File: src/rtl/ctb_pkg.sv
package ctb_pkg;

  typedef enum logic [1:0] {
    TONE_LOW  = 2'd0,
    TONE_MID  = 2'd1,
    TONE_HIGH = 2'd2,
    TONE_TOP  = 2'd3
  } tone_code_e;

  // Next value of a countdown register: load wins, then a saturating step.
  function automatic int unsigned tmr_next(input int unsigned cur,
                                           input logic ld,
                                           input int unsigned din,
                                           input logic tick);
    if (ld) return din;
    if (tick && cur != 0) return cur - 1;
    return cur;
  endfunction

  // Half-period in clock cycles for a given tone code.
  function automatic int unsigned tone_half(input logic [1:0] code,
                                            input int unsigned h0,
                                            input int unsigned h1,
                                            input int unsigned h2,
                                            input int unsigned h3);
    case (code)
      2'd0:    return h0;
      2'd1:    return h1;
      2'd2:    return h2;
      default: return h3;
    endcase
  endfunction

  function automatic int unsigned max4(input int unsigned a,
                                       input int unsigned b,
                                       input int unsigned c,
                                       input int unsigned d);
    int unsigned m;
    m = a;
    if (b > m) m = b;
    if (c > m) m = c;
    if (d > m) m = d;
    return m;
  endfunction

endpackage

File: src/rtl/ctb_tick_gen.sv
module ctb_tick_gen #(
  parameter int unsigned DIV = 833333
) (
  input  logic clk,
  input  logic rst_n,
  output logic tick_o
);
  localparam int unsigned CW = (DIV > 2) ? $clog2(DIV) : 1;

  logic [CW-1:0] cnt_q;

  assign tick_o = (cnt_q == CW'(DIV - 1));

  always_ff @(posedge clk or negedge rst_n) begin
    if (!rst_n)      cnt_q <= '0;
    else if (tick_o) cnt_q <= '0;
    else             cnt_q <= cnt_q + CW'(1);
  end

  // a tick is a single-cycle pulse, followed by a restarted count
  a_r7_single_pulse: assert property (@(posedge clk) disable iff (!rst_n)
    tick_o |=> !tick_o);
  a_r7_restart: assert property (@(posedge clk) disable iff (!rst_n)
    tick_o |=> (cnt_q == '0));

endmodule

File: src/rtl/ctb_countdown.sv
module ctb_countdown #(
  parameter int unsigned W = 8
) (
  input  logic         clk,
  input  logic         rst_n,
  input  logic         tick,
  input  logic         load,
  input  logic [W-1:0] din,
  output logic [W-1:0] val
);
  import ctb_pkg::*;

  logic [W-1:0] nxt;
  logic         dec_ev;

  assign dec_ev = tick && !load && (val != '0);
  assign nxt    = W'(tmr_next(int'(val), load, int'(din), tick));

  always_ff @(posedge clk or negedge rst_n) begin
    if (!rst_n) val <= '0;
    else        val <= nxt;
  end

  // a load is visible after one edge
  a_r2_load_taken: assert property (@(posedge clk) disable iff (!rst_n)
    load |=> (val == $past(din)));
  // a decrement step is exactly one
  a_r3_step_one: assert property (@(posedge clk) disable iff (!rst_n)
    dec_ev |=> (val == $past(val) - W'(1)));
  // zero is sticky without a load
  a_r4_no_wrap: assert property (@(posedge clk) disable iff (!rst_n)
    (!load && val == '0) |=> (val == '0));
  // load beats a coincident tick
  a_r5_load_wins: assert property (@(posedge clk) disable iff (!rst_n)
    (tick && load) |=> (val == $past(din)));
  // without tick or load nothing moves
  a_r3_idle_hold: assert property (@(posedge clk) disable iff (!rst_n)
    (!tick && !load) |=> $stable(val));

endmodule

File: src/rtl/ctb_tone_gen.sv
module ctb_tone_gen #(
  parameter int unsigned CW    = 18,
  parameter int unsigned HALF0 = 113636,
  parameter int unsigned HALF1 = 56818,
  parameter int unsigned HALF2 = 28409,
  parameter int unsigned HALF3 = 14204
) (
  input  logic       clk,
  input  logic       rst_n,
  input  logic       active,
  input  logic       code_wr,
  input  logic [1:0] code_in,
  output logic       beep
);
  import ctb_pkg::*;

  logic [1:0]    code_q;
  logic [CW-1:0] tcnt_q;
  logic          ph_q;
  int unsigned   half;
  logic          wrap_ev;

  assign half    = tone_half(code_q, HALF0, HALF1, HALF2, HALF3);
  assign wrap_ev = active && ((int'(tcnt_q) + 1) >= half);
  assign beep    = ph_q && active;

  always_ff @(posedge clk or negedge rst_n) begin
    if (!rst_n)       code_q <= TONE_LOW;
    else if (code_wr) code_q <= code_in;
  end

  always_ff @(posedge clk or negedge rst_n) begin
    if (!rst_n) begin
      tcnt_q <= '0;
      ph_q   <= 1'b0;
    end else if (!active) begin
      tcnt_q <= '0;
      ph_q   <= 1'b0;
    end else if (wrap_ev) begin
      tcnt_q <= '0;
      ph_q   <= ~ph_q;
    end else begin
      tcnt_q <= tcnt_q + CW'(1);
    end
  end

  // silence returns the phase to low
  a_r8_phase_cleared: assert property (@(posedge clk) disable iff (!rst_n)
    !active |=> !ph_q);
  // phase flips only on a wrap event
  a_r9_flip_on_wrap: assert property (@(posedge clk) disable iff (!rst_n)
    wrap_ev |=> (ph_q != $past(ph_q)));
  a_r9_hold_between: assert property (@(posedge clk) disable iff (!rst_n)
    (active && !wrap_ev) |=> $stable(ph_q));
  // tone code is captured on write
  a_r10_code_capture: assert property (@(posedge clk) disable iff (!rst_n)
    code_wr |=> (code_q == $past(code_in)));

endmodule

File: src/rtl/cdtimer_beeper.sv
module cdtimer_beeper #(
  parameter int unsigned TMR_W    = 8,
  parameter int unsigned TICK_DIV = 833333,
  parameter int unsigned HALF0    = 113636,
  parameter int unsigned HALF1    = 56818,
  parameter int unsigned HALF2    = 28409,
  parameter int unsigned HALF3    = 14204
) (
  input  logic             clk,
  input  logic             rst_n,
  input  logic             dly_load,
  input  logic [TMR_W-1:0] dly_data,
  input  logic             snd_load,
  input  logic [TMR_W-1:0] snd_data,
  input  logic             tone_wr,
  input  logic [1:0]       tone_code,
  output logic [TMR_W-1:0] dly_value,
  output logic [TMR_W-1:0] snd_value,
  output logic             beep
);
  import ctb_pkg::*;

  localparam int unsigned N_TMR    = 2;
  localparam int unsigned IDX_SND  = 1;
  localparam int unsigned HALF_MAX = max4(HALF0, HALF1, HALF2, HALF3);
  localparam int unsigned TONE_CW  = $clog2(HALF_MAX + 1) + 1;

  logic             frame_tick;
  logic             ld_v  [N_TMR];
  logic [TMR_W-1:0] din_v [N_TMR];
  logic [TMR_W-1:0] val_v [N_TMR];
  logic             snd_active;

  assign ld_v[0]  = dly_load;
  assign din_v[0] = dly_data;
  assign ld_v[1]  = snd_load;
  assign din_v[1] = snd_data;

  ctb_tick_gen #(.DIV(TICK_DIV)) u_tick (
    .clk   (clk),
    .rst_n (rst_n),
    .tick_o(frame_tick)
  );

  for (genvar i = 0; i < N_TMR; i++) begin : g_tmr
    ctb_countdown #(.W(TMR_W)) u_cd (
      .clk  (clk),
      .rst_n(rst_n),
      .tick (frame_tick),
      .load (ld_v[i]),
      .din  (din_v[i]),
      .val  (val_v[i])
    );
  end

  assign dly_value  = val_v[0];
  assign snd_value  = val_v[IDX_SND];
  assign snd_active = (snd_value != '0);

  ctb_tone_gen #(
    .CW   (TONE_CW),
    .HALF0(HALF0),
    .HALF1(HALF1),
    .HALF2(HALF2),
    .HALF3(HALF3)
  ) u_tone (
    .clk    (clk),
    .rst_n  (rst_n),
    .active (snd_active),
    .code_wr(tone_wr),
    .code_in(tone_code),
    .beep   (beep)
  );

  // the output bit is never high with an empty sound timer
  a_r8_quiet_out: assert property (@(posedge clk) disable iff (!rst_n)
    (snd_value == '0) |-> !beep);
  // a load of one timer alone leaves the other where a tick would put it
  a_r6_dly_untouched: assert property (@(posedge clk) disable iff (!rst_n)
    (snd_load && !dly_load && !frame_tick) |=> $stable(dly_value));
  a_r6_snd_untouched: assert property (@(posedge clk) disable iff (!rst_n)
    (dly_load && !snd_load && !frame_tick) |=> $stable(snd_value));

endmodule

File: config.mk
export PLATFORM = sky130hd
export DESIGN_NAME = cdtimer_beeper
export DESIGN_NICKNAME = d
export VERILOG_FILES = /design/src/rtl/ctb_pkg.sv /design/src/rtl/ctb_tick_gen.sv /design/src/rtl/ctb_countdown.sv /design/src/rtl/ctb_tone_gen.sv /design/src/rtl/cdtimer_beeper.sv
export SDC_FILE = /design/constraint.sdc
export NUM_CORES = 1
export LEC_CHECK = 0
export ABC_CLOCK_PERIOD_IN_PS = 4320
export BUFFER_PORTS_ARGS = -buffer_cell sky130_fd_sc_hd__buf_4
export CAP_MARGIN = 20
export CORE_ASPECT_RATIO = 0.6
export CORE_MARGIN = 3
export CORE_UTILIZATION = 30
export DETAILED_ROUTE_END_ITERATION = 10
export PLACE_DENSITY = 0.5
export SLEW_MARGIN = 30
export SYNTH_ARGS = -nofsm -noshare
export SYNTH_HDL_FRONTEND = slang
export SYNTH_SLANG_ARGS = --single-unit
File: constraint.sdc
create_clock -name clk -period 4.32 [get_ports clk]
set_clock_uncertainty 0.05 [all_clocks]
set_input_delay 0 -clock clk [delete_from_list [all_inputs] [get_ports clk]]
set_output_delay 0 -clock clk [all_outputs]
set_load 0.005 [all_outputs]
==> results of run 1 <==
-- through the flow --
step | power [mW] | area, um^2
3_3_place_gp | 0.7585 | 3791
5_1_grt | 1.603 | 4591
3_5_place_dp | 0.7628 | 3791
2_1_floorplan | 0.6756 | 3344
4_1_cts | 1.552 | 4591
6_report | 1.527 | 4591
-- layer usage --
metal / vias to the layer above / global-route usage (%) / routed length, um
met2: 54 / 18.78 / 3234
met3: 12 / 4.419 / 419
li1: 1350 / - / -
met1: 1292 / 20.30 / 4274
met4: 0 / 4.487 / 125
met5: - / 0 / 0
-- placed cells by master, fill, tap and decap left out, types with 4 or more instances in the layout --
cell type	netlist	routed
xnor2_1	20	20
nand3_1	18	18
and4_1	7	7
nor4_1	4	4
dlygate4sd3_1	0	49
inv_1	13	13
nor2_1	22	22
and3_1	7	7
xor2_1	23	23
dfrtp_1	57	57
a21oi_1	5	5
nand4_1	6	6
and2b_2	9	9
o21ai_0	21	21
nor2b_1	11	11
nand2_1	39	39
ha_1	27	27
buf_4	0	40
clkbuf_16	0	9
-- how the worst min path moves through the flow --
stage | start | endpoint | slack, ps
floorplan | rst_n | g_tmr[0].u_cd.val[0] | -350
detailed placement | rst_n | u_tick.cnt_q[10] | 80
CTS | snd_load | g_tmr[1].u_cd.val[6] | 6
global route | snd_load | g_tmr[1].u_cd.val[6] | 20
global placement | rst_n | u_tick.cnt_q[10] | 80
finish | snd_load | g_tmr[1].u_cd.val[6] | 20
-- where the power goes --
group | switching, mW | total, mW | internal [mW]
clock network | 0.240 | 0.732 | 0.492
logic | 0.0885 | 0.210 | 0.121
registers | 0.0276 | 0.585 | 0.558
-- registers in the layout, indices dropped and copies added, names as in the netlist --
register / count
g_tmr.u_cd.val: 16
u_tick.cnt_q: 20
u_tone.code_q: 2
u_tone.ph_q: 1
u_tone.tcnt_q: 18
-- area by class of cell --
type                            count  area [um^2]  share of cell area (%)
Clock buffer                       14        274.0                   5.969
Clock inverter                      2        35.03                  0.7632
Inverter                           13        48.80                   1.063
Multi-Input combinational cell    258         1842                   40.12
Sequential cell                    57         1426                   31.07
Tap cell                          139        173.9                   3.789
Timing Repair Buffer               89        790.8                   17.23
-- kinds of logic (layout without fill, tap and decap cells) --
kind of cell             Yosys count  in the layout  share of synthesized area (%)
flip-flops                        57             57                          42.65
AO/OA/AOI/OAI                     38             38                          7.819
AND/OR/NAND/NOR                  144            144                          24.06
other                              1              1                         0.1121
XOR/XNOR                          43             43                          11.26
multiplexers                       5              5                          1.721
buffers and inverters             18            118                          2.282
adder cells (fa/ha/maj)           27             27                          10.10
==> out/metrics.cfg, run 1 <==
[global_route]
grt_pass1_wl_um=13320
grt_max_degree=58
grt_antenna_before_repair=0
grt_pass1_vias=2695
grt.total_usage_pct=13.72
overflow=0

[floorplanning]
start_util_pct=31.24
die_w_um=142.3
die-area_um2=12490
ios=40
rows=29
coreArea_um2=10700
die_h_um=87.79

[timing]
finalSetupViolCount=0
hold_viol=0
tightest_slew_ps=740.1
fmax_mhz=297.5
period_needed_ps=3361
post-route-period-util_pct=77.81
slew_violations=0
slew-limit-headroom_pct=50.66
layout_setup_ws_ps=958.7
rsz0062_at_grt=false
setup_tns_ps=0
hold_ws_ps=19.03

[synthesis]
synthArstFlopShare_pct=100.0
synth_most_common_cell=dfrtp_1
netlist_instances=333
ys_top_cells_by_area=dfrtp_1, ha_1, xor2_1
synth.distinct_cells=47
synthFlopType=dfrtp_1
yosysSeqAreaShare_pct=42.65
synth_top_area_cell=dfrtp_1
synth_edf_count=0
synth.net_count=383
synth_area_um2=3344
yosysTopAreaCellShare_pct=42.65
netlist_top_cells_count=dfrtp_1, nand2_1, ha_1
yosys_warnings=0
avgSynthCellArea_um2=10.04
ys_ff_latch=57

[worst_setup_path]
critical_path.max_fanout=18
crit_required_ps=4480
max_stage_delay_ps=420
cp_cell_sequence=and4_1 -> and3_1 -> and3_1 -> and3_1 -> xor2_1 -> ha_1 -> o21ai_0 -> nor2_1 -> or4_4 -> o32ai_2 -> o211ai_4 -> mux2_4
cp-endpoint=u_tone.ph_q
cp.depth=12
arrival_ps=3520
rr_startpoint=u_tone.tcnt_q[2]
crit_type=register to register
cpLargestDelayFamily=simple AND/OR/NAND/NOR gates
r2r_cells=12
crit_buf_inv=0
r2r_slack_ps=960
critPathSlowestCell=or4_4
timing.rr.end=u_tone.ph_q
worstSetupEndpointType=register
setup.worst_path.start=u_tone.tcnt_q[2]
crit_path_start_kind=register
cp_common_cell=and3_1

[route]
wire_per_inst_um=14.08
drc_errors=0
drt_first_pass_iters=4
drt-total-wl_um=8053
ant_nets=0
dr_total_vias=2708
via_per_inst=4.734
first_iter_violations=197

[clock_tree]
clkLatencyLatePin_ps=330
clk_pin_slew_ps=50
numCtsBuffers=9
cts_setup_buffers=0
cts.path.max_buffers=2
cts_tree=built
postCtsHoldBufs=49
h-tree-depth=3
clock_sinks=57
clockRootBuffer=clkbuf_16
post_cts_resized=0

[cells_and_area]
fillers=1014
area_delta_synth_final_pct=37.26
utilization_pct=42.89
antenna_cells=0
layout.nets=478
layout.cells.non_filler=572
drive_above_1_share_pct=17.09

[power]
power_density_nw_per_um2=332.7
irDropWorstVdd_mv=0.1927
p_leak_nw=2.087

[placed_design]
post-place-ws_ps=1020
dp_cells=507
io_buffers=39
hpwlAfterDp_um=5706
gp_congestion=0.8581

[worst_hold_path]
hold_depth=2
hp-class=primary input to register

[run]
drv_cap=0

[outcome]
outcome=finished clean

Note: power is estimated with default switching activity, not from simulation.
==> inputs of run 2 (changes only) <==
--- a/config.mk
+++ b/config.mk
@@ -5,7 +5,7 @@
 export SDC_FILE = /design/constraint.sdc
 export NUM_CORES = 1
 export LEC_CHECK = 0
-export ABC_CLOCK_PERIOD_IN_PS = 4320
+export ABC_CLOCK_PERIOD_IN_PS = 3300
 export BUFFER_PORTS_ARGS = -buffer_cell sky130_fd_sc_hd__buf_4
 export CAP_MARGIN = 20
 export CORE_ASPECT_RATIO = 0.6
==> constraint.sdc (replaced) <==
create_clock -name clk -period 3.3 [get_ports clk]
set_clock_uncertainty 0.05 [all_clocks]
set_input_delay 0 -clock clk [delete_from_list [all_inputs] [get_ports clk]]
set_output_delay 0 -clock clk [all_outputs]
set_load 0.005 [all_outputs]
==> run 2 against run 1 <==
Against the previous run:
- via count increased by 1.3%
- register-to-register slack got worse by 830 ps
- final area increased by 4.2%
- sequential cell count unchanged
- global-route usage increased by 0.17 points
- first-iteration DRC count decreased by 31%
- critical path type unchanged
- count of clock-buffer cells in the layout decreased by 2
- die area unchanged
==> out/metrics.cfg, run 2 (synthesis gave the netlist of run 1 again) <==
[route]
drt_first_pass_iters=4
first_iter_violations=135
wire_per_inst_um=14.25
drc_errors=0
dr_total_vias=2743
ant_nets=0
via_per_inst=4.713
drt-total-wl_um=8293

[timing]
hold_viol=0
period_needed_ps=3167
slew_violations=0
finalSetupViolCount=0
slew-limit-headroom_pct=50.07
fmax_mhz=315.7
layout_setup_ws_ps=132.7
post-route-period-util_pct=95.98
tightest_slew_ps=748.9

[power]
power_density_nw_per_um2=455.0
internal_power_mw=1.696
combPwrFrac_pct=13.2
swShare_pct=22.06
p_leak_nw=2.174
irDropWorstVdd_mv=0.2963
p_sw_mw=0.4800
clkPwrFrac_pct=51.7
seq_power_share_pct=35.1

[cells_and_area]
largest-register=u_tick.cnt_q
area_delta_synth_final_pct=42.99
layout.nets=488
drive_above_1_share_pct=20.99
final_common_cell=dfrtp_1
layout_top_registers=u_tick.cnt_q: 20 flops, u_tone.tcnt_q: 18 flops, g_tmr.u_cd.val: 16 flops
layout.cells.non_filler=582
largest_reg_flops=20
antenna_cells=0
final_cell_mix=dfrtp_1, dlygate4sd3_1, buf_4

[global_route]
grt_max_degree=58
grt_pass1_vias=2654
grt.total_usage_pct=13.89
grt_pass1_wl_um=13470
grt_antenna_before_repair=0
overflow=0

[clock_tree]
numCtsBuffers=9
h-tree-depth=3
clockRootBuffer=clkbuf_16
clock_sinks=57
cts.path.max_buffers=2
clkLatencyLatePin_ps=320
cts_tree=built
clk_pin_slew_ps=50

[worst_setup_path]
worstSetupEndpointType=register
crit_type=register to register
rr_startpoint=u_tone.tcnt_q[2]
arrival_ps=3330
crit_path_start_kind=register
critical_path.max_fanout=5
setup.worst_path.start=u_tone.tcnt_q[2]
crit_required_ps=3460

[worst_hold_path]
hp-class=primary input to asynchronous set/reset pin

[floorplanning]
die-area_um2=12490
die_h_um=87.79
start_util_pct=31.24
coreArea_um2=10700
rows=29
die_w_um=142.3
ios=40

[placed_design]
hpwlAfterDp_um=5538
post-place-ws_ps=86.69
io_buffers=39
gp_congestion=0.8564
dp_cells=510

[outcome]
outcome=finished clean

[run]
drv_cap=0

## run 2: metal layers
layer	part of all wire [%]	vias to the layer above	wire length (um)	global-route usage [%]
met5	0	-	0	0
met4	1.2	0	102	4.659
met3	5.5	9	456	3.710
met2	40	62	3305	19.04
met1	53	1301	4428	20.98
li1	-	1371	-	-
## run 2: final timing paths
| kind | to | slack, ps | cells past startpoint |
|---|---|---|---|
| max in group asynchronous | g_tmr[1].u_cd.val[7] | 2460 | 2 |
| hold reg to reg | u_tick.cnt_q[0] | 430 | 1 |
| setup / recovery | u_tone.ph_q | 130 | 12 |
| min in group clk | u_tone.code_q[1] | 360 | 4 |
| setup reg to reg | u_tone.ph_q | 130 | 12 |
| hold / removal | u_tick.cnt_q[10] | 220 | 2 |
## run 2: what timing repair did
action,4_1_cts,5_1_grt
hold buffers,50,0
gates resized for setup,0,9
endpoints found under the setup margin,0,16
endpoints found under the hold margin,75,0
setup buffers,0,5
## run 2: power groups by stage
stage	combinational, mW	clock (mW)	sequential (mW)
6_report	0.287	1.12	0.763
5_1_grt	0.325	1.18	0.769
4_1_cts	0.281	1.15	0.764
3_5_place_dp	0.224	0	0.775
3_3_place_gp	0.224	0	0.774
2_1_floorplan	0.114	0	0.770
## run 2: stage by stage
step	power [mW]	util, %	setup TNS [ps]	hold slack [ps]	cell area, um^2
6_report	2.176	44.68	0	224.0	4782
5_1_grt	2.274	44.68	-80.73	310.3	4782
4_1_cts	2.199	43.71	0	264.3	4678
3_5_place_dp	0.9993	35.63	0	71.60	3814
3_3_place_gp	0.9981	35.63	0	77.68	3814
2_1_floorplan	0.8844	-	0	-345.6	3344
## run 2: area by class of cell
class,instances,area (um^2)
clock inverters,4,97.59
fillers,980,5922
well taps,139,173.9
clock buffers,12,266.5
multi-input cells,259,1908
inverters,13,48.80
flip-flops and latches,57,1426
repair buffers,98,860.8
## run 2: worst max-delay path, stage by stage (launching register included)
cell and delay, ps:
dfrtp_1 400, and4_2 260, and3_1 230, and3_4 190, and3_1 210, xor2_2 160, ha_1 310, o21ai_0 80
nor2_1 60, or4_4 440, o32ai_4 170, o211ai_4 170, mux2_4 320
